**src/rtl/dsc_pkg.sv**
```systemverilog
package dsc_pkg;

    typedef enum logic [1:0] {
        DS_IDLE    = 2'd0,
        DS_BOOT    = 2'd1,
        DS_RUN     = 2'd2,
        DS_RECOVER = 2'd3
    } dir_state_e;

    typedef enum logic [3:0] {
        SQ_WAIT,
        SQ_TX_RETIRE,
        SQ_RX_RETIRE,
        SQ_BOOT_GATE,
        SQ_RX_CHECK,
        SQ_RX_FILL,
        SQ_RX_CLOSE,
        SQ_TX_CHECK,
        SQ_TX_FILL,
        SQ_TX_CLOSE
    } seq_state_e;

    // Returned descriptor bit positions (decoded by the core side)
    localparam int BD_W        = 16;
    localparam int BD_DONE_BIT = 15;
    localparam int BD_CRC1_BIT = 14;
    localparam int BD_CRC0_BIT = 13;

endpackage

```
**src/rtl/dsc_inflight.sv**
```systemverilog
module dsc_inflight #(
    parameter int MAX   = 4,
    parameter int CNT_W = $clog2(MAX + 1)
) (
    input  logic             clk,
    input  logic             rst_n,
    input  logic             clear,
    input  logic             inc,
    input  logic             dec,
    output logic [CNT_W-1:0] count,
    output logic             full,
    output logic             empty
);

    logic [CNT_W-1:0] cnt_q;

    always_ff @(posedge clk or negedge rst_n) begin
        if (!rst_n) begin
            cnt_q <= '0;
        end else if (clear) begin
            cnt_q <= '0;
        end else begin
            unique case ({inc, dec})
                2'b10:   cnt_q <= cnt_q + 1'b1;
                2'b01:   cnt_q <= cnt_q - 1'b1;
                default: cnt_q <= cnt_q;
            endcase
        end
    end

    assign count = cnt_q;
    assign full  = (cnt_q == CNT_W'(MAX));
    assign empty = (cnt_q == '0);

    p_cap_r2: assert property (@(posedge clk) disable iff (!rst_n)
        cnt_q <= CNT_W'(MAX));
    p_no_inc_full_r2: assert property (@(posedge clk) disable iff (!rst_n)
        (inc && !clear) |-> cnt_q < CNT_W'(MAX));
    p_no_dec_empty_r3: assert property (@(posedge clk) disable iff (!rst_n)
        (dec && !clear) |-> cnt_q != '0);

endmodule

```
**src/rtl/dsc_dir_fsm.sv**
```systemverilog
module dsc_dir_fsm
    import dsc_pkg::*;
(
    input  logic       clk,
    input  logic       rst_n,
    input  logic       start,
    input  logic       go_recover,
    input  logic       go_run,
    output dir_state_e state
);

    dir_state_e state_q;
    dir_state_e state_d;

    always_ff @(posedge clk or negedge rst_n) begin
        if (!rst_n) state_q <= DS_IDLE;
        else        state_q <= state_d;
    end

    always_comb begin
        state_d = state_q;
        if (start)           state_d = DS_BOOT;
        else if (go_recover) state_d = DS_RECOVER;
        else if (go_run)     state_d = DS_RUN;
    end

    assign state = state_q;

    // Recover is only ever entered from Run
    p_recover_entry_r6: assert property (@(posedge clk) disable iff (!rst_n)
        (state_q == DS_RECOVER && $past(state_q) != DS_RECOVER)
            |-> ($past(state_q) == DS_RUN));

endmodule

```
**src/rtl/dsc_pass_seq.sv**
```systemverilog
module dsc_pass_seq
    import dsc_pkg::*;
#(
    parameter int LVL_W      = 8,
    parameter int MF_FRAMES  = 16,
    parameter int PREFILL_MF = 5
) (
    input  logic             clk,
    input  logic             rst_n,
    input  logic             start,
    input  logic             tick,
    input  dir_state_e       rx_state,
    input  dir_state_e       tx_state,
    input  logic             rx_full,
    input  logic             rx_empty,
    input  logic             tx_full,
    input  logic             rx_ret_valid,
    input  logic             rx_crc_ok,
    input  logic             tx_ret_valid,
    input  logic             rx_aligned,
    input  logic             rx_ovfl,
    input  logic             tx_unfl,
    input  logic             rx_grant,
    input  logic [LVL_W-1:0] tx_unseen,
    output logic             rx_pop,
    output logic             tx_pop,
    output logic             rx_crc_bad,
    output logic             rx_push,
    output logic             tx_push,
    output logic             rx_flush,
    output logic             rx_clr,
    output logic             tx_clr,
    output logic             rx_go_rec,
    output logic             tx_go_rec,
    output logic             rx_go_run,
    output logic             tx_go_run
);

    localparam int PREFILL_FRAMES = PREFILL_MF * MF_FRAMES;

    seq_state_e cur_q;
    seq_state_e nxt;

    logic tx_prefilled;
    logic tx_can_peek;
    logic both_idle;
    logic rx_in_rec;
    logic tx_in_rec;

    assign tx_prefilled = (tx_unseen >= LVL_W'(PREFILL_FRAMES));
    assign tx_can_peek  = (tx_unseen >= LVL_W'(MF_FRAMES));
    assign both_idle    = (rx_state == DS_IDLE) && (tx_state == DS_IDLE);

    always_ff @(posedge clk or negedge rst_n) begin
        if (!rst_n) cur_q <= SQ_WAIT;
        else        cur_q <= nxt;
    end

    always_comb begin
        nxt        = cur_q;
        rx_pop     = 1'b0;
        tx_pop     = 1'b0;
        rx_crc_bad = 1'b0;
        rx_push    = 1'b0;
        tx_push    = 1'b0;
        rx_flush   = 1'b0;
        rx_clr     = 1'b0;
        tx_clr     = 1'b0;
        rx_go_rec  = 1'b0;
        tx_go_rec  = 1'b0;
        rx_go_run  = 1'b0;
        tx_go_run  = 1'b0;
        rx_in_rec  = 1'b0;
        tx_in_rec  = 1'b0;
        unique case (cur_q)
            SQ_WAIT: begin
                if (tick && !both_idle) nxt = SQ_TX_RETIRE;
            end
            SQ_TX_RETIRE: begin
                if (tx_ret_valid) tx_pop = 1'b1;
                else              nxt    = SQ_RX_RETIRE;
            end
            SQ_RX_RETIRE: begin
                if (rx_ret_valid) begin
                    rx_pop     = 1'b1;
                    rx_crc_bad = !rx_crc_ok;
                end else begin
                    nxt = SQ_BOOT_GATE;
                end
            end
            SQ_BOOT_GATE: begin
                if (tx_state == DS_BOOT && !tx_prefilled) nxt = SQ_WAIT;
                else                                      nxt = SQ_RX_CHECK;
            end
            SQ_RX_CHECK: begin
                rx_go_rec = (rx_state == DS_RUN) && (!rx_aligned || rx_ovfl);
                rx_in_rec = rx_go_rec || (rx_state == DS_RECOVER);
                if (rx_in_rec && !rx_empty) begin
                    nxt = SQ_TX_CHECK;
                end else begin
                    rx_flush = rx_in_rec;
                    nxt      = SQ_RX_FILL;
                end
            end
            SQ_RX_FILL: begin
                if (!rx_full && rx_grant) rx_push = 1'b1;
                else                      nxt     = SQ_RX_CLOSE;
            end
            SQ_RX_CLOSE: begin
                if (rx_state != DS_RUN) begin
                    rx_clr    = 1'b1;
                    rx_go_run = 1'b1;
                end
                nxt = SQ_TX_CHECK;
            end
            SQ_TX_CHECK: begin
                tx_go_rec = (tx_state == DS_RUN) && tx_unfl;
                tx_in_rec = tx_go_rec || (tx_state == DS_RECOVER);
                if (tx_in_rec && !tx_prefilled) nxt = SQ_WAIT;
                else                            nxt = SQ_TX_FILL;
            end
            SQ_TX_FILL: begin
                if (!tx_full && tx_can_peek) tx_push = 1'b1;
                else                         nxt     = SQ_TX_CLOSE;
            end
            SQ_TX_CLOSE: begin
                if (tx_state != DS_RUN) begin
                    tx_clr    = 1'b1;
                    tx_go_run = 1'b1;
                end
                nxt = SQ_WAIT;
            end
            default: nxt = SQ_WAIT;
        endcase
        if (start) nxt = SQ_WAIT;
    end

    // refill never starts before both retirement phases have run dry
    p_retire_first_r11: assert property (@(posedge clk) disable iff (!rst_n)
        (cur_q == SQ_BOOT_GATE) |-> $past(cur_q) == SQ_RX_RETIRE);

endmodule

```
**src/rtl/dsc_top.sv**
```systemverilog
module dsc_top
    import dsc_pkg::*;
#(
    parameter int MAX_INFLIGHT = 4,
    parameter int OFS_W        = 11,
    parameter int LVL_W        = 8,
    parameter int MF_FRAMES    = 16,
    parameter int PREFILL_MF   = 5
) (
    input  logic                                clk,
    input  logic                                rst_n,
    input  logic                                start,
    input  logic                                tick,
    input  logic                                rx_aligned,
    input  logic                                rx_ovfl,
    input  logic                                tx_unfl,
    input  logic [15:0]                         rx_ret_bd,
    output logic                                rx_ret_pop,
    input  logic [15:0]                         tx_ret_bd,
    output logic                                tx_ret_pop,
    input  logic                                rx_mf_grant,
    input  logic [OFS_W-1:0]                    rx_wr_ofs,
    input  logic [LVL_W-1:0]                    tx_unseen,
    input  logic [OFS_W-1:0]                    tx_rd_ofs,
    output logic                                rx_bd_push,
    output logic [OFS_W-$clog2(MF_FRAMES)-1:0]  rx_bd_addr,
    output logic                                tx_bd_push,
    output logic [OFS_W-$clog2(MF_FRAMES)-1:0]  tx_bd_addr,
    output logic                                rx_mf_alloc,
    output logic                                rx_mf_commit,
    output logic                                rx_ring_flush,
    output logic                                tx_mf_peek,
    output logic                                tx_mf_discard,
    output logic                                rx_ovfl_clr,
    output logic                                tx_unfl_clr,
    output logic                                rx_crc_bad,
    output logic [1:0]                          rx_state,
    output logic [1:0]                          tx_state
);

    localparam int MF_SHIFT = $clog2(MF_FRAMES);
    localparam int CNT_W    = $clog2(MAX_INFLIGHT + 1);

    dir_state_e       rx_st, tx_st;
    logic [CNT_W-1:0] rx_cnt, tx_cnt;
    logic             rx_full, rx_empty, tx_full, tx_empty;
    logic             rx_pop, tx_pop, rx_push, tx_push;
    logic             rx_go_rec, tx_go_rec, rx_go_run, tx_go_run;
    logic             rx_clr, tx_clr, rx_flush, crc_bad;
    logic             rx_crc_ok;

    assign rx_crc_ok = rx_ret_bd[BD_CRC1_BIT] & rx_ret_bd[BD_CRC0_BIT];

    dsc_pass_seq #(
        .LVL_W      (LVL_W),
        .MF_FRAMES  (MF_FRAMES),
        .PREFILL_MF (PREFILL_MF)
    ) u_seq (
        .clk          (clk),
        .rst_n        (rst_n),
        .start        (start),
        .tick         (tick),
        .rx_state     (rx_st),
        .tx_state     (tx_st),
        .rx_full      (rx_full),
        .rx_empty     (rx_empty),
        .tx_full      (tx_full),
        .rx_ret_valid (rx_ret_bd[BD_DONE_BIT]),
        .rx_crc_ok    (rx_crc_ok),
        .tx_ret_valid (tx_ret_bd[BD_DONE_BIT]),
        .rx_aligned   (rx_aligned),
        .rx_ovfl      (rx_ovfl),
        .tx_unfl      (tx_unfl),
        .rx_grant     (rx_mf_grant),
        .tx_unseen    (tx_unseen),
        .rx_pop       (rx_pop),
        .tx_pop       (tx_pop),
        .rx_crc_bad   (crc_bad),
        .rx_push      (rx_push),
        .tx_push      (tx_push),
        .rx_flush     (rx_flush),
        .rx_clr       (rx_clr),
        .tx_clr       (tx_clr),
        .rx_go_rec    (rx_go_rec),
        .tx_go_rec    (tx_go_rec),
        .rx_go_run    (rx_go_run),
        .tx_go_run    (tx_go_run)
    );

    dsc_dir_fsm u_rx_fsm (
        .clk        (clk),
        .rst_n      (rst_n),
        .start      (start),
        .go_recover (rx_go_rec),
        .go_run     (rx_go_run),
        .state      (rx_st)
    );

    dsc_dir_fsm u_tx_fsm (
        .clk        (clk),
        .rst_n      (rst_n),
        .start      (start),
        .go_recover (tx_go_rec),
        .go_run     (tx_go_run),
        .state      (tx_st)
    );

    dsc_inflight #(.MAX(MAX_INFLIGHT), .CNT_W(CNT_W)) u_rx_cnt (
        .clk   (clk),
        .rst_n (rst_n),
        .clear (start),
        .inc   (rx_push),
        .dec   (rx_pop),
        .count (rx_cnt),
        .full  (rx_full),
        .empty (rx_empty)
    );

    dsc_inflight #(.MAX(MAX_INFLIGHT), .CNT_W(CNT_W)) u_tx_cnt (
        .clk   (clk),
        .rst_n (rst_n),
        .clear (start),
        .inc   (tx_push),
        .dec   (tx_pop),
        .count (tx_cnt),
        .full  (tx_full),
        .empty (tx_empty)
    );

    assign rx_ret_pop    = rx_pop;
    assign rx_mf_commit  = rx_pop;
    assign tx_ret_pop    = tx_pop;
    assign tx_mf_discard = tx_pop;
    assign rx_bd_push    = rx_push;
    assign rx_mf_alloc   = rx_push;
    assign tx_bd_push    = tx_push;
    assign tx_mf_peek    = tx_push;
    assign rx_bd_addr    = rx_wr_ofs[OFS_W-1:MF_SHIFT];
    assign tx_bd_addr    = tx_rd_ofs[OFS_W-1:MF_SHIFT];
    assign rx_ring_flush = rx_flush;
    assign rx_ovfl_clr   = rx_clr;
    assign tx_unfl_clr   = tx_clr;
    assign rx_crc_bad    = crc_bad;
    assign rx_state      = rx_st;
    assign tx_state      = tx_st;

    p_start_boot_r1: assert property (@(posedge clk) disable iff (!rst_n)
        start |=> (rx_st == DS_BOOT && tx_st == DS_BOOT));
    p_rx_push_grant_r2: assert property (@(posedge clk) disable iff (!rst_n)
        rx_bd_push |-> rx_mf_grant);
    p_pop_done_r3: assert property (@(posedge clk) disable iff (!rst_n)
        (rx_ret_pop |-> rx_ret_bd[BD_DONE_BIT]) and (tx_ret_pop |-> tx_ret_bd[BD_DONE_BIT]));
    p_flush_drained_r7: assert property (@(posedge clk) disable iff (!rst_n)
        rx_ring_flush |-> (rx_cnt == '0));
    p_rx_clr_run_r9: assert property (@(posedge clk) disable iff (!rst_n)
        rx_ovfl_clr |=> (rx_st == DS_RUN));
    p_tx_clr_run_r9: assert property (@(posedge clk) disable iff (!rst_n)
        tx_unfl_clr |=> (tx_st == DS_RUN));
    p_single_push_r2: assert property (@(posedge clk) disable iff (!rst_n)
        $onehot0({rx_bd_push, tx_bd_push, rx_ret_pop, tx_ret_pop}));

endmodule

```
**config.mk**
```make
export PLATFORM = sky130hd
export DESIGN_NAME = dsc_top
export DESIGN_NICKNAME = d
export VERILOG_FILES = /design/src/rtl/dsc_pkg.sv /design/src/rtl/dsc_inflight.sv /design/src/rtl/dsc_dir_fsm.sv /design/src/rtl/dsc_pass_seq.sv /design/src/rtl/dsc_top.sv
export SDC_FILE = /design/constraint.sdc
export NUM_CORES = 1
export LEC_CHECK = 0
export BUFFER_PORTS_ARGS = -buffer_cell sky130_fd_sc_hd__buf_2
export CAP_MARGIN = 20
export CORE_ASPECT_RATIO = 0.6
export CORE_UTILIZATION = 37
export CTS_CLUSTER_SIZE = 28
export DETAILED_ROUTE_END_ITERATION = 7
export PLACE_DENSITY = 0.87
export SETUP_SLACK_MARGIN = 0.1
export SYNTH_ARGS = -nofsm -noshare
export SYNTH_HDL_FRONTEND = slang
export SYNTH_HIERARCHICAL = 1
export SYNTH_SLANG_ARGS = --single-unit
```
**constraint.sdc**
```tcl
create_clock -name clk -period 2.7 [get_ports clk]
set_input_delay 0.27 -clock clk [delete_from_list [all_inputs] [get_ports clk]]
set_output_delay 0.27 -clock clk [all_outputs]
set_load 0.05 [all_outputs]
```
## After elaboration in Yosys (flattened, before gate mapping)

Index checks and enable logic that the tools add are counted.

- Output and inout bits: 30
- Logic and storage cells: 105
- Register bits: 14

- Bitwise logic cells: 1
- Reduce and logical (&&, ||, !) cells: 28
- Add/subtract/negate cells: 4
- Eq/ne operators: 27
- Magnitude comparators: 2
- Mux-type cells: 38

Operators by type and width:

| kind | count |
|---|---|
| $pmux 4 s9 | 1 |
| $mux 4 | 7 |
| $mux 1 | 18 |
| $eq 4x3->1 const B | 4 |
| $mux 2 | 7 |
| $eq 2x2->1 const B | 6 |
| $ne 3x3->1 const B | 4 |
| $pmux 3 s2 | 2 |
| $reduce_bool 3->1 | 4 |
| $logic_and 1x1->1 | 9 |
| $mux 3 | 3 |
| $eq 4x2->1 const B | 2 |
| $eq 4x4->1 const B | 2 |
| $ge 8x5->1 const B | 1 |
| $ge 8x7->1 const B | 1 |
| $logic_not 1->1 | 7 |
| $add 3x1->3 const B | 2 |
| $eq 2x1->1 const B | 3 |
| $eq 3x3->1 const B | 2 |
| $sub 3x1->3 const B | 2 |
| $reduce_and 5->1 | 1 |
| $eq 4x1->1 const B | 1 |
| $logic_not 2->1 | 2 |
| $logic_not 4->1 | 1 |
| other kinds (5) | 8 |

## Logic depth before layout (Yosys ltp)

- Depth after elaboration: 8
- Mapped depth: 8
- Gate-level depth less buffers: 8

## Modules after synthesis

The synthesis kept the hierarchy.

By module, submodules not included:

| module | instances | area an instance (µm²) | cells an instance |
|---|---|---|---|
| dsc_pass_seq | 1 | 436.7 | 58 |
| dsc_inflight | 2 | 186.4 | 17 |
| dsc_dir_fsm | 2 | 71.3 | 7 |
| dsc_top | 1 | 141.4 | 19 |

## Worst setup path before layout

No wires, ideal clock.

- Path type: register to register
- From: register u_rx_fsm.state_q[1] (netlist: u_rx_fsm/state[1])
- To: register u_rx_fsm.state_q[1] (netlist: u_rx_fsm/state[1])
- Setup slack: -0.328 ns
- Clock period less this slack: 3.028 ns
- Arrival: 2.956 ns
- Setup time: 0.073 ns
- Buffers on the path: 1
- Data required time: 2.627 ns
- Stages on the path, launching flop included: 6
- Path through: dfrtp_1 nor2b_1 nor4b_1 buf_4 nor3_1 nor2_1

- Elaborated cells on any way between the ends: 9
- Classes of those cells: eq/ne: 2; mux: 5; reduce/logical: 2

RTL lines:

| element | line | RTL |
|---|---|---|
| from (decl) | dsc_dir_fsm.sv:12 | `dir_state_e state_q;` |
| from (signal assigned) | dsc_dir_fsm.sv:17 | `else state_q <= state_d;` |
| $ne 2x2->1 | dsc_pass_seq.sv:110 | `if (rx_state != DS_RUN) begin` |
| $mux 1 (2 in series) | - |  |
| named net rx_ovfl_clr | dsc_top.sv:34 | `output logic rx_ovfl_clr,` |
| $reduce_bool 3->1 (no line) | - |  |

The timed path passes the listed nets, and every way through them passes these cells.
A chain may end at the register's enable or synchronous reset.

## Worst setup path in the final report

- From: register u_seq.cur_q[1]
- To: register u_tx_cnt.cnt_q[2] (netlist: u_tx_cnt/count[2])

- Cells in the longest elaborated chain, start to end: 5
- Elaborated cells on any way between the ends: 9
- Classes of those cells: eq/ne: 4; mux: 4; reduce/logical: 1

RTL lines:

| element | line | RTL |
|---|---|---|
| from (decl) | dsc_pass_seq.sv:41 | `seq_state_e cur_q;` |
| from (signal assigned) | dsc_pass_seq.sv:56 | `else cur_q <= nxt;` |
| $eq 4x1->1 or $eq 4x4->1 (tied branches) | dsc_pass_seq.sv:75 | `unique case (cur_q)` |
| $mux 1 | dsc_pass_seq.sv:75 |  |
| $eq 2x1->1 or $eq 2x2->1 (tied branches) | dsc_inflight.sv:23 | `unique case ({inc, dec})` |
| $pmux 3 s2 | dsc_inflight.sv:23 |  |
| $mux 3 | dsc_inflight.sv:20 | `end else if (clear) begin` |
| to (signal assigned) | dsc_inflight.sv:24 | `2'b10: cnt_q <= cnt_q + 1'b1;` |
| to (signal assigned) | dsc_inflight.sv:25 | `2'b01: cnt_q <= cnt_q - 1'b1;` |
| to (signal assigned) | dsc_inflight.sv:26 | `default: cnt_q <= cnt_q;` |
| to (decl) | dsc_inflight.sv:15 | `logic [CNT_W-1:0] cnt_q;` |

Parallel ways exist; a longest one is shown, timed or not.

==> reports/qor.csv <==
stage,metric,value,unit
outcome,run_status,"complete, no violations",
global_routing,grt_pass1_vias,824,
global_routing,grtUsageMet1,0.1894,
clocking,ctsLongestPathBuffers,2,
setup_path,family_with_the_most_delay_on_the_worst_path,simple AND/OR/NAND/NOR gates,
global_routing,gr-usage-all-layers,0.1537,
synth,syn_avg_cell_area,8.779,um^2
timing,rsz0062_at_grt,false,
cells_and_area,area.sequential,351.6,um^2
floorplan,die-area,0.003170,mm^2
cells_and_area,footprint_of_the_multi_input_gates,588.1,um^2
timing,post-route-period-util,0.8938,
setup_path,timing.critical_path.cells,or4b_4 -> nor3_4 -> and2b_2 -> fa_1 -> and3b_2 -> o21ai_0 -> nor3b_1,
cells_and_area,area.growth.synth_to_final,13.56,%
setup_path,r2r_start,u_seq/cur_q[1]$_DFFE_PN0P_,
setup_path,worst_setup_path_end_kind,flop,
global_routing,maximum_number_of_pins_on_one_net_before_global_route_repair,17,
job,max_cap_violations,0,
floorplan,core_area,0.002645,mm^2
global_routing,grt_first_pass_wirelength,3553,um
place,pre_cts_setup_slack,0.2868,ns
route,dr.first_iter.drc_count,34,
setup_path,r2r_slack,0.29,ns
global_routing,global_route.overflow_total,0,
timing,post-route-min-period,2.413,ns
place,placement.io_buffers,31,
place,hpwl,1658,um
setup_path,arrival,2.57,ns
floorplan,initial_core_util,0.4115,
floorplan,rows,14,
setup_path,r2r.worst_path.cells,7,
timing,slew-limit-headroom,0.6772,
power,p_per_area,690.1,mW/mm^2
setup_path,critPathMaxStageDelay,0.59,ns
timing,finalHoldViolCount,0,
setup_path,critPathBufInv,0,
cells_and_area,antenna_cells,0,
cells_and_area,count_of_nets_after_finishing,214,
route,vias_per_cell,5.017,
floorplan,chip_height,44.02,um
clocking,clock_tree.root_cell,sky130_fd_sc_hd__clkbuf_8,
setup_path,cp.depth,7,
timing,hold_slack,0.3824,ns
route,detail_route.first_pass.iterations,4,
synth,synthesis.instances,124,
setup_path,crit-reg2reg-capture,u_tx_cnt/count[2]$_DFFE_PN0P_,
synth,syn-num-nets,196,
power,max-vdd-ir-drop,0.2292,mV
route,drt_drc_violations_left,0,
floorplan,die_width,72.03,um
timing,maxSlewViolCount,0,
global_routing,layer_with_the_highest_usage_after_global_routing,met2,
place,globalplace.congestion,0.8153,
setup_path,cp_data_required_time,2.86,ns
global_routing,initial_antenna_violation_count,0,
synth,synth.yosys.warnings,6,
min_path,worstHoldPathCells,4,
min_path,hp-class,input pin to flop,
route,routed-via-count,908,
clocking,clkSlewWorstSetupHoldPaths,0.06,ns
min_path,timing.hold.worst.start,tx_unfl,
cells_and_area,drive_above_1_share,0.3191,
timing,timing.final.setup_violations,0,
route,wirelength,2184,um
timing,fin_skew,0.004885,ns
clocking,cts_tree,built,
synth,syn_area,0.001089,mm^2
timing,worst-slew-pin-transition,0.4798,ns
power,cellLeakagePower,0.6161,nW
floorplan,io_pins,100,
clocking,cts_setup_buffers,0,
setup_path,critical_path.startpoint_type,flop,
setup_path,crit_slowest_cell,sky130_fd_sc_hd__or4b_4,
setup_path,cp_max_fanout,8,
cells_and_area,final.fill_count,256,
global_routing,gr-usage-met2,0.2340,
clocking,worstSkewPairLatency,0.25,ns
route,routed_wire_length_per_instance,12.07,um
route,ant_nets,0,
timing,worst_setup_slack_after_layout,0.2868,ns
timing,fmax,414.4,MHz
setup_path,criticalPathCategory,flop to flop,
min_path,hold_path_end,u_seq/cur_q[3]$_DFFE_PN0P_,
global_routing,use_met3,0.05239,
clocking,cts_buffers,3,
clocking,ctsHtreeMaxLevel,1,
clocking,clkSinkCount,14,
power by group:
part / total, mW / leakage, nW / internal [mW] / switching, mW
Sequential: 0.304 / 0.180 / 0.246 / 0.0583
Combinational: 0.341 / 0.407 / 0.138 / 0.203
Clock: 0.208 / 0.0288 / 0.129 / 0.0789
per-stage QoR:
| stage | total power, mW | TNS (ns) | cells | util | cell area (um^2) |
|---|---|---|---|---|---|
| after CTS | 0.8602 | 0 | 181 | 0.4669 | 1235 |
| after global placement | 0.6387 | 0 | 176 | 0.4423 | 1170 |
| final | 0.8531 | 0 | 181 | 0.4674 | 1236 |
| after floorplan | 0.6290 | -0.03255 | 124 | - | 1107 |
| after global routing | 0.9078 | 0 | 181 | 0.4674 | 1236 |
| after detailed placement | 0.6465 | 0 | 176 | 0.4423 | 1170 |
area by class of cell:
cell class | count | area share
multi-input combinational | 85 | 0.4757
sequential | 14 | 0.2844
timing repair buffer | 33 | 0.1397
tap | 40 | 0.04049
inverter | 5 | 0.01518
clock buffer | 4 | 0.04453
per-layer routing:
metal	part of all wire	wire (um)	vias up
li1	-	-	445
met4	0.024	53	0
met5	0	0	-
met2	0.43	933	33
met3	0.067	147	9
met1	0.48	1050	421
timing repair:
action,CTS,global route
endpoints found under the setup margin,0,1
hold buffers,1,0
resized for setup,0,1
endpoints found under the hold margin,14,0
cell usage in the layout (no fill, tap or decap), drive strengths merged, types with 2 or more instances in the layout:
cell type	instances
buf	32
inv	5
mux2i	3
xnor2	2
nor2	14
a21oi	2
o21ai	7
nor3	8
nand2	6
and3	2
and2b	4
nand3	3
and3b	4
clkbuf	4
nand4b	2
nor2b	4
fa	2
nor3b	8
xor2	2
dfrtp	14
state kept, by name (all words and copies together) (netlist names):
signal,flops
u_tx_fsm/state,2
u_rx_fsm/state,2
u_rx_cnt/count,3
u_tx_cnt/count,3
u_seq/cur_q,4
tightest hold or removal path, stage by stage:
cell	delay (ns)
sky130_fd_sc_hd__buf_2	0.09
sky130_fd_sc_hd__o2111ai_1	0.10
sky130_fd_sc_hd__nand2_1	0.08
sky130_fd_sc_hd__a21oi_1	0.06
how the worst max path moves through the flow:
stage,to,slack [ns],start
2_1_floorplan,u_tx_cnt/count[2]$_DFFE_PN0P_,-0.03,u_seq/cur_q[0]$_DFFE_PN0P_
3_3_place_gp,u_tx_cnt/count[2]$_DFFE_PN0P_,0.32,u_seq/cur_q[0]$_DFFE_PN0P_
3_5_place_dp,u_tx_cnt/count[2]$_DFFE_PN0P_,0.29,u_seq/cur_q[0]$_DFFE_PN0P_
4_1_cts,u_tx_cnt/count[2]$_DFFE_PN0P_,0.27,u_seq/cur_q[0]$_DFFE_PN0P_
5_1_grt,u_tx_cnt/count[2]$_DFFE_PN0P_,0.10,u_seq/cur_q[1]$_DFFE_PN0P_
6_report,u_tx_cnt/count[2]$_DFFE_PN0P_,0.29,u_seq/cur_q[1]$_DFFE_PN0P_
(Power assumes the default switching activity.)
